`src/rtl/warp_sched_pkg.sv`:
```
package warp_sched_pkg;

    // Slot count must be a power of two so slot arithmetic wraps cleanly.
    parameter int SLOTS             = 64;
    parameter int SLOT_W            = $clog2(SLOTS);
    parameter int WARP_SIZE         = 32;
    parameter int LANE_W            = $clog2(WARP_SIZE);
    parameter int BLOCK_MAX_THREADS = 1024;
    parameter int BLOCK_MAX_WARPS   = BLOCK_MAX_THREADS / WARP_SIZE;
    parameter int THREAD_W          = 12;
    parameter int NWARP_W           = $clog2(BLOCK_MAX_WARPS + 1);

    typedef logic [SLOT_W-1:0]   slot_t;
    typedef logic [NWARP_W-1:0]  nwarp_t;
    typedef logic [THREAD_W-1:0] thr_t;

    // A per-warp event (stall, wake or finish).
    typedef struct packed {
        logic  valid;
        slot_t id;
    } warp_evt_t;

    // State held for each warp slot.
    typedef struct packed {
        logic  busy;
        logic  parked;
        logic  done;
        slot_t owner;   // lowest slot of the block this warp belongs to
    } slot_state_t;

    function automatic logic evt_hits(warp_evt_t e, slot_t w);
        return e.valid && (e.id == w);
    endfunction

endpackage

```
`src/rtl/warp_sched_admit_check.sv`:
```
module warp_sched_admit_check
    import warp_sched_pkg::*;
(
    input  thr_t   threads,
    output logic   legal,
    output nwarp_t nwarps
);
    logic lane_aligned;
    logic in_range;

    assign lane_aligned = (threads[LANE_W-1:0] == '0);
    assign in_range     = (threads != '0) && (threads <= thr_t'(BLOCK_MAX_THREADS));
    assign legal        = lane_aligned && in_range;
    assign nwarps       = legal ? nwarp_t'(threads >> LANE_W) : '0;
endmodule

```
`src/rtl/warp_sched_alloc.sv`:
```
module warp_sched_alloc
    import warp_sched_pkg::*;
(
    input  logic [SLOTS-1:0] free_mask,
    input  nwarp_t           need,
    output logic [SLOTS-1:0] grant_mask,
    output slot_t            first,
    output logic             fits
);
    always_comb begin
        int   taken;
        logic seen;
        taken      = 0;
        seen       = 1'b0;
        grant_mask = '0;
        first      = '0;
        for (int i = 0; i < SLOTS; i++) begin
            if (free_mask[i]) begin
                if (!seen) begin
                    first = slot_t'(i);
                    seen  = 1'b1;
                end
                if (taken < int'(need)) begin
                    grant_mask[i] = 1'b1;
                    taken         = taken + 1;
                end
            end
        end
        fits = (need != '0) && (taken == int'(need));
    end
endmodule

```
`src/rtl/warp_sched_rr.sv`:
```
module warp_sched_rr
    import warp_sched_pkg::*;
(
    input  logic [SLOTS-1:0] elig,
    input  slot_t            last,
    output logic             found,
    output slot_t            pick
);
    always_comb begin
        slot_t cand;
        found = 1'b0;
        pick  = last;
        cand  = last;
        for (int i = 1; i <= SLOTS; i++) begin
            cand = last + slot_t'(i);
            if (!found && elig[cand]) begin
                found = 1'b1;
                pick  = cand;
            end
        end
    end
endmodule

```
`src/rtl/warp_sched.sv`:
```
module warp_sched
    import warp_sched_pkg::*;
(
    input  logic                clk,
    input  logic                rst,
    input  logic                launch_valid,
    input  logic [THREAD_W-1:0] launch_threads,
    input  logic                stall_valid,
    input  logic [SLOT_W-1:0]   stall_warp,
    input  logic                wake_valid,
    input  logic [SLOT_W-1:0]   wake_warp,
    input  logic                finish_valid,
    input  logic [SLOT_W-1:0]   finish_warp,
    output logic                issue_valid,
    output logic [SLOT_W-1:0]   issue_warp,
    output logic                resp_valid,
    output logic                resp_accept,
    output logic [SLOT_W-1:0]   resp_first_warp
);
    warp_evt_t   stall_e, wake_e, fin_e;
    slot_state_t st     [SLOTS];
    nwarp_t      remain [SLOTS];

    logic [SLOTS-1:0] busy_vec, free_vec, elig_vec, grant_vec;
    logic   legal, fits, adm_go;
    nwarp_t need;
    slot_t  alloc_first;
    logic   rr_found;
    slot_t  rr_pick;
    logic   fin_ok, release_blk;
    slot_t  fin_owner;

    assign stall_e = '{valid: stall_valid,  id: stall_warp};
    assign wake_e  = '{valid: wake_valid,   id: wake_warp};
    assign fin_e   = '{valid: finish_valid, id: finish_warp};

    // Per-slot eligibility, with same-cycle events folded in.
    generate
        for (genvar w = 0; w < SLOTS; w++) begin : g_slot
            assign busy_vec[w] = st[w].busy;
            assign elig_vec[w] = st[w].busy && !st[w].done
                               && (!st[w].parked || evt_hits(wake_e, slot_t'(w)))
                               && !evt_hits(stall_e, slot_t'(w))
                               && !evt_hits(fin_e, slot_t'(w));
        end
    endgenerate

    assign free_vec = ~busy_vec;

    warp_sched_admit_check i_check (
        .threads (launch_threads),
        .legal   (legal),
        .nwarps  (need)
    );

    warp_sched_alloc i_alloc (
        .free_mask  (free_vec),
        .need       (need),
        .grant_mask (grant_vec),
        .first      (alloc_first),
        .fits       (fits)
    );

    warp_sched_rr i_rr (
        .elig  (elig_vec),
        .last  (issue_warp),
        .found (rr_found),
        .pick  (rr_pick)
    );

    assign adm_go      = launch_valid && legal && fits;
    assign fin_ok      = finish_valid && st[finish_warp].busy && !st[finish_warp].done;
    assign fin_owner   = st[finish_warp].owner;
    assign release_blk = fin_ok && (remain[fin_owner] == nwarp_t'(1));

    // Issue and launch response registers.
    always_ff @(posedge clk) begin
        if (rst) begin
            issue_valid     <= 1'b0;
            issue_warp      <= '1;
            resp_valid      <= 1'b0;
            resp_accept     <= 1'b0;
            resp_first_warp <= '0;
        end else begin
            issue_valid <= rr_found;
            if (rr_found) begin
                issue_warp <= rr_pick;
            end
            resp_valid      <= launch_valid && (!legal || fits);
            resp_accept     <= adm_go;
            resp_first_warp <= adm_go ? alloc_first : '0;
        end
    end

    // Slot state and per-block remaining-warp counters (indexed by lowest slot).
    always_ff @(posedge clk) begin
        if (rst) begin
            for (int i = 0; i < SLOTS; i++) begin
                st[i]     <= '0;
                remain[i] <= '0;
            end
        end else begin
            for (int i = 0; i < SLOTS; i++) begin
                if (adm_go && grant_vec[i]) begin
                    st[i] <= '{busy: 1'b1, parked: 1'b0, done: 1'b0, owner: alloc_first};
                end else if (st[i].busy) begin
                    if (release_blk && (st[i].owner == fin_owner)) begin
                        st[i] <= '0;
                    end else begin
                        if (evt_hits(fin_e, slot_t'(i))) begin
                            st[i].done <= 1'b1;
                        end
                        if (evt_hits(stall_e, slot_t'(i))) begin
                            st[i].parked <= 1'b1;
                        end else if (evt_hits(wake_e, slot_t'(i))) begin
                            st[i].parked <= 1'b0;
                        end
                    end
                end
                if (adm_go && (alloc_first == slot_t'(i))) begin
                    remain[i] <= need;
                end else if (fin_ok && (fin_owner == slot_t'(i))) begin
                    remain[i] <= remain[i] - nwarp_t'(1);
                end
            end
        end
    end
endmodule

```
`config.mk`:
```
export PLATFORM = sky130hd
export DESIGN_NAME = warp_sched
export DESIGN_NICKNAME = d
export VERILOG_FILES = /design/src/rtl/warp_sched_pkg.sv /design/src/rtl/warp_sched_admit_check.sv /design/src/rtl/warp_sched_alloc.sv /design/src/rtl/warp_sched_rr.sv /design/src/rtl/warp_sched.sv
export SDC_FILE = /design/constraint.sdc
export NUM_CORES = 2
export LEC_CHECK = 0
export BUFFER_PORTS_ARGS = -buffer_cell sky130_fd_sc_hd__buf_2
export CORE_ASPECT_RATIO = 1.1
export CORE_MARGIN = 5
export CORE_UTILIZATION = 30
export DETAILED_ROUTE_END_ITERATION = 6
export GPL_TIMING_DRIVEN = 0
export PLACE_DENSITY_LB_ADDON = 0.12
export SYNTH_ARGS = -nofsm -noshare
export SYNTH_HDL_FRONTEND = slang
export SYNTH_SLANG_ARGS = --single-unit
```
`constraint.sdc`:
```
create_clock -name clk -period 138.2 [get_ports clk]
set_clock_uncertainty 0.2 [all_clocks]
set_input_delay 0 -clock clk [delete_from_list [all_inputs] [get_ports clk]]
set_output_delay 0 -clock clk [all_outputs]
set_load 0.03 [all_outputs]
```
== Word level (Yosys, flattened, before mapping) ==
Memories as Yosys holds them, arrays and structs flattened.
Index checks and enable logic that the tools add are counted.
Operators by class
  bitwise gates (word level): 451
  reduce and logical (&&, ||, !) cells: 1173
  order comparisons: 129
  equal/unequal tests: 381
  muxes and demuxes: 3327
  add/sub/neg operators: 190
Operator list (count)
  32-bit two-way mux: 127
  1-bit two-way mux: 2691
  32-bit by 2-bit adder with 32-bit output, second input constant: 63
  32-bit by 7-bit less-than comparator with 1-bit output: 63
  6-bit two-way mux: 317
  9-bit two-way mux: 128
  6-bit equality test, second input constant: 160
  1-bit logical AND: 776
  6-bit by 5-bit equality test with 1-bit output, second input constant: 80
  6-bit by 7-bit less-than comparator with 1-bit output, second input constant: 64
  1-bit bitwise OR: 448
  1-bit binary-select mux with 6-bit select: 64
  6-bit equality test: 64
  6-bit by 1-bit subtractor with 6-bit output, second input constant: 64
  1-bit zero test: 321
  6-bit by 4-bit equality test with 1-bit output, second input constant: 40
  6-bit adder, second input constant: 32
  6-bit by 3-bit equality test with 1-bit output, second input constant: 20
  6-bit by 5-bit adder with 6-bit output, second input constant: 16
  1-bit logical OR: 65
  64-bit NOT: 1
  63-bit nonzero test: 1
  6-bit by 2-bit equality test with 1-bit output, second input constant: 10
  6-bit by 4-bit adder with 6-bit output, second input constant: 8
  other kinds (14): 28
Word-level totals
  memories kept: 2
  output and inout port bits: 15
  bits in registers: 15
  memory bits (writable): 960
Memory list
  st: words 64, bits a word 9, read ports 65, clocked after Yosys merged registers in 0, wr ports 64, line warp_sched.sv:21  | slot_state_t st [SLOTS];
  remain: words 64, bits a word 6, read ports 65, clocked after Yosys merged registers in 0, wr ports 64, line warp_sched.sv:22  | nwarp_t remain [SLOTS];

== Logic depth before layout (Yosys ltp) ==
  depth after elaboration: 207
  depth in mapped cells: 635
  gate-level depth less buffers: 606

== Hierarchy ==
Synthesis repeated with hierarchy kept, for this count alone.
Unflattened totals
  cells, all modules: 12115
  area, all modules: 105219.7 um2
By module, submodules not included
  warp_sched: cells each 6396, area an instance 62489.9 um2, instances 1, seq. area each 29127.9 um2
  warp_sched_alloc: cells each 3984, area an instance 28780.1 um2, instances 1, seq. area each 0.0 um2
  warp_sched_rr: cells each 1719, area an instance 13840.8 um2, instances 1, seq. area each 0.0 um2
  warp_sched_admit_check: cells each 16, area an instance 108.9 um2, instances 1, seq. area each 0.0 um2

== Worst setup path before layout ==
No wires, ideal clock.
  path kind: input port to flip-flop
  start point: input launch_threads[7]
  end point: memory remain[1][0] (netlist bit) (enable)
  path buffers: 32
  cell stages on the path: 563
  required time: 137619 ps
  arrival time: 120760 ps
  setup time: 381 ps
  slack: 16859 ps
  path through: buf_2 > or4_4 > nor3_1 > nor3_1 > nand2_1 > clkbuf_1 > ha_1 > or2_2 > o41ai_1 > o221a_2 > clkbuf_1 > o21ai_0 > ha_1 > nand4b_1 > a211oi_1 > nor2b_1 > a211oi_4 > mux2_2 > [... 527 more ...] > xor2_1 > ha_1 > and3_1 > nand3_1 > nor2_1 > a2111oi_0 > o311ai_4 > or2_1 > nand3b_1 > a211o_1 > buf_6 > or2_1 > buf_2 > or2_1 > buf_6 > buf_6 > buf_2 > o311ai_1
RTL lines
  start: declaration: line warp_sched.sv:7  | input logic [THREAD_W-1:0] launch_threads,
  end: declaration: line warp_sched.sv:22

==> metrics.yaml <==
drt:
  vias: 91820
  drt-pass1-iter-count: 7
  wl_um: 465600
  drcViolationCount: 38
  first_iter_violations: 10500
  avgRoutedWirePerCell_um: 29.97
  vias_per_cell: 5.911
  final_antenna_net_count: 0
critical_path:
  path_max_fanout: 10
  slowest_delay_ps: 750
  cpMaxStageDelayCell: "or4b_2"
  worstPathRequired_ps: 138490
  cp_num_buf_inv: 69
  criticalPathCategory: "in2reg"
  crit_family: "compound AO/OA/AOI/OAI gates"
  ff2ff_setup_slack_ps: 7940
  cp.arrival_ps: 130710
  cpMostUsedCell: "ha_1"
  r2r-start: "st[0][8]$_SDFFCE_PN0P_"
  cp-startpoint: "launch_threads[6]"
  cp-end-kind: "register"
  critPathLaunchType: "input pin"
logic_synthesis:
  synth_area_per_cell_um2: 8.898
  synth-async-reset-ratio_pct: 0
  syn_inst: 10780
  ys_types: 157
  yosysTopAreaCell: "edfxtp_1"
  synth_seq_cells: 975
  syn-cell-area_um2: 95920
  ys.flop_type: "edfxtp_1"
  yosys-top-cells-area: "edfxtp_1 30%, mux2i_1 6.9%, ha_1 5.8%"
  yosysTopAreaCellShare_pct: 30.05
  seq_area_frac_synth_pct: 30.37
  synth_warnings: 0
  synth_edf_count: 960
layout:
  nFillCells: 32770
  layout_common_cells: "1134 x nand2_1, 1054 x nor2_1, 960 x edfxtp_1"
  drive_gt1_share_pct: 11.86
  post-route-util_pct: 34.44
  fin_nets: 11640
  final_common_cell: "nand2_1"
  multi_input_area_um2: 65210
  syn2layout_area_growth_pct: 14.15
  seq_area_um2: 29130
placed_design:
  portBuffers: 41
  gp_congestion: 1.006
  hpwl_um: 361900
timing:
  fin_setup_tns_ps: 0
  max-slew-margin-rel_pct: -9.644
  min_period_ps: 130420
  timing.final.crit_share_pct: 94.37
  setup_viol: 0
  drv_slew: 160
  fmax_ghz: 0.007667
  worst_pin_slew_ps: 1632
  hold_viol_final: 0
global_route:
  grt_pass1_vias: 87510
  grt_antenna_before_repair: 28
  overflow: 0
  groute.usage.overall_pct: 26.74
  grt_pass1_wl_um: 650100
  grt_max_degree: 41
die:
  start_util_pct: 30.17
  die-height_um: 603.1
  die_w_um: 549.1
  rows: 217
  core_area_um2: 317900
  pin_count: 51
  dieArea_um2: 331200
clock_tree:
  clock-sinks: 975
  cts_tree: "yes"
  root_buffer: "clkbuf_16"
  clock_path_buffers: 3
  path_clk_slew_ps: 60
  h-tree-depth: 3
  numCtsBuffers: 118
  worstSkewPairLatency_ps: 860
status:
  outcome: "finished with violations"
  violations: "DRC, capacitance limit, slew limit"
hold_path:
  hold_class: "in2reg"
  hold_path.startpoint: "launch_threads[8]"
flow_run:
  cap_violations: 19
## cell type report
| type | count | share of cell area (%) |
|---|---|---|
| multi-input cells | 8816 | 59.55 |
| flip-flops and latches | 975 | 26.60 |
| well taps | 4270 | 4.879 |
| clock buffers | 158 | 2.879 |
| plain buffers | 553 | 2.189 |
| inverters | 492 | 1.695 |
| repair buffers | 201 | 1.623 |
| clock inverters | 58 | 0.5576 |
| diodes | 12 | 0.02742 |
## kinds of logic (layout without fill, tap and decap cells)
family	Yosys count	after routing	share of synthesized area (%)
compound gates	2130	2130	16.39
xor+xnor	1000	1000	9.672
fa+ha+maj	444	444	5.791
buf+inv	1053	1462	4.311
flops	975	975	30.37
mux	909	909	11.50
other cells	1	77	0.003909
simple gates	4268	4268	21.97
## path summary, 6_finish.rpt
| path | end | cells after the start |
|---|---|---|
| max | st[3][8]$_SDFFCE_PN0P_ | 564 |
| max reg2reg | st[3][8]$_SDFFCE_PN0P_ | 557 |
| min | remain[23][3]$_SDFFCE_PN0P_ | 3 |
| min reg2reg | remain[54][0]$_SDFFCE_PP0P_ | 1 |
## layer usage
layer | track usage [%] | part of all wire (%)
met5 | 0 | 0.021
met4 | 12.85 | 5.8
met3 | 4.002 | 7.1
met2 | 43.61 | 46
met1 | 34.63 | 41
## worst register-to-register path: cells and delay by family (launching register included)
kind | cells | cell delay [ps]
buf+inv | 64 | 11700
simple gates | 187 | 40020
compound gates | 197 | 46830
xor+xnor | 31 | 7670
flops | 1 | 600
fa+ha+maj | 63 | 17670
mux | 15 | 5290
## sequential cells by signal, indices dropped and copies added, names as in the netlist
register / cells
st: 576
issue_warp: 6
remain: 384
resp_accept: 1
resp_valid: 1
issue_valid: 1
resp_first_warp: 6
## Yosys cell counts, types with 72 or more instances
cell type  instances
nand2_1         1171
a21oi_1          412
nor2_1          1085
xnor2_1          489
clkbuf_1         399
nand2b_1         164
nor3b_1           81
ha_1             444
o21ai_0          321
nand3_1          286
mux2i_1          657
and2_1            72
edfxtp_1         960
a31oi_1           97
mux4_2           140
nor2b_1          115
o21ai_1          156
inv_1            446
a211oi_1         131
nor4_1           153
xor2_1           460
and4_1            77
and3_1            85
buf_1             74
nand4_1          118
or3_1            114
nor3_1           423
## what timing repair did
| action | 4_1_cts | 5_1_grt |
|---|---|---|
| hold endpoints to repair | 126 | 0 |
| endpoints found under the setup margin | 1527 | 1527 |
| gates resized for setup | 199 | 272 |
| pin swaps | 11 | 43 |
| hold buffers | 33 | 0 |
| setup buffers | 17 | 74 |
## per-stage QoR
stage	setup slack, ps	instances	instance area, µm²	hold WS [ps]
floorplan	16860	10840	96160	-59.53
global placement	-21600	15160	101700	236.0
detailed placement	-16320	15190	102500	236.8
CTS	10.62	15450	107600	9.277
global route	-529.8	15530	109500	49.83
finish	7775	15540	109500	56.44
Power is not shown: default switching activity piles up to over one toggle a cycle in this logic, so the estimate is an artifact.
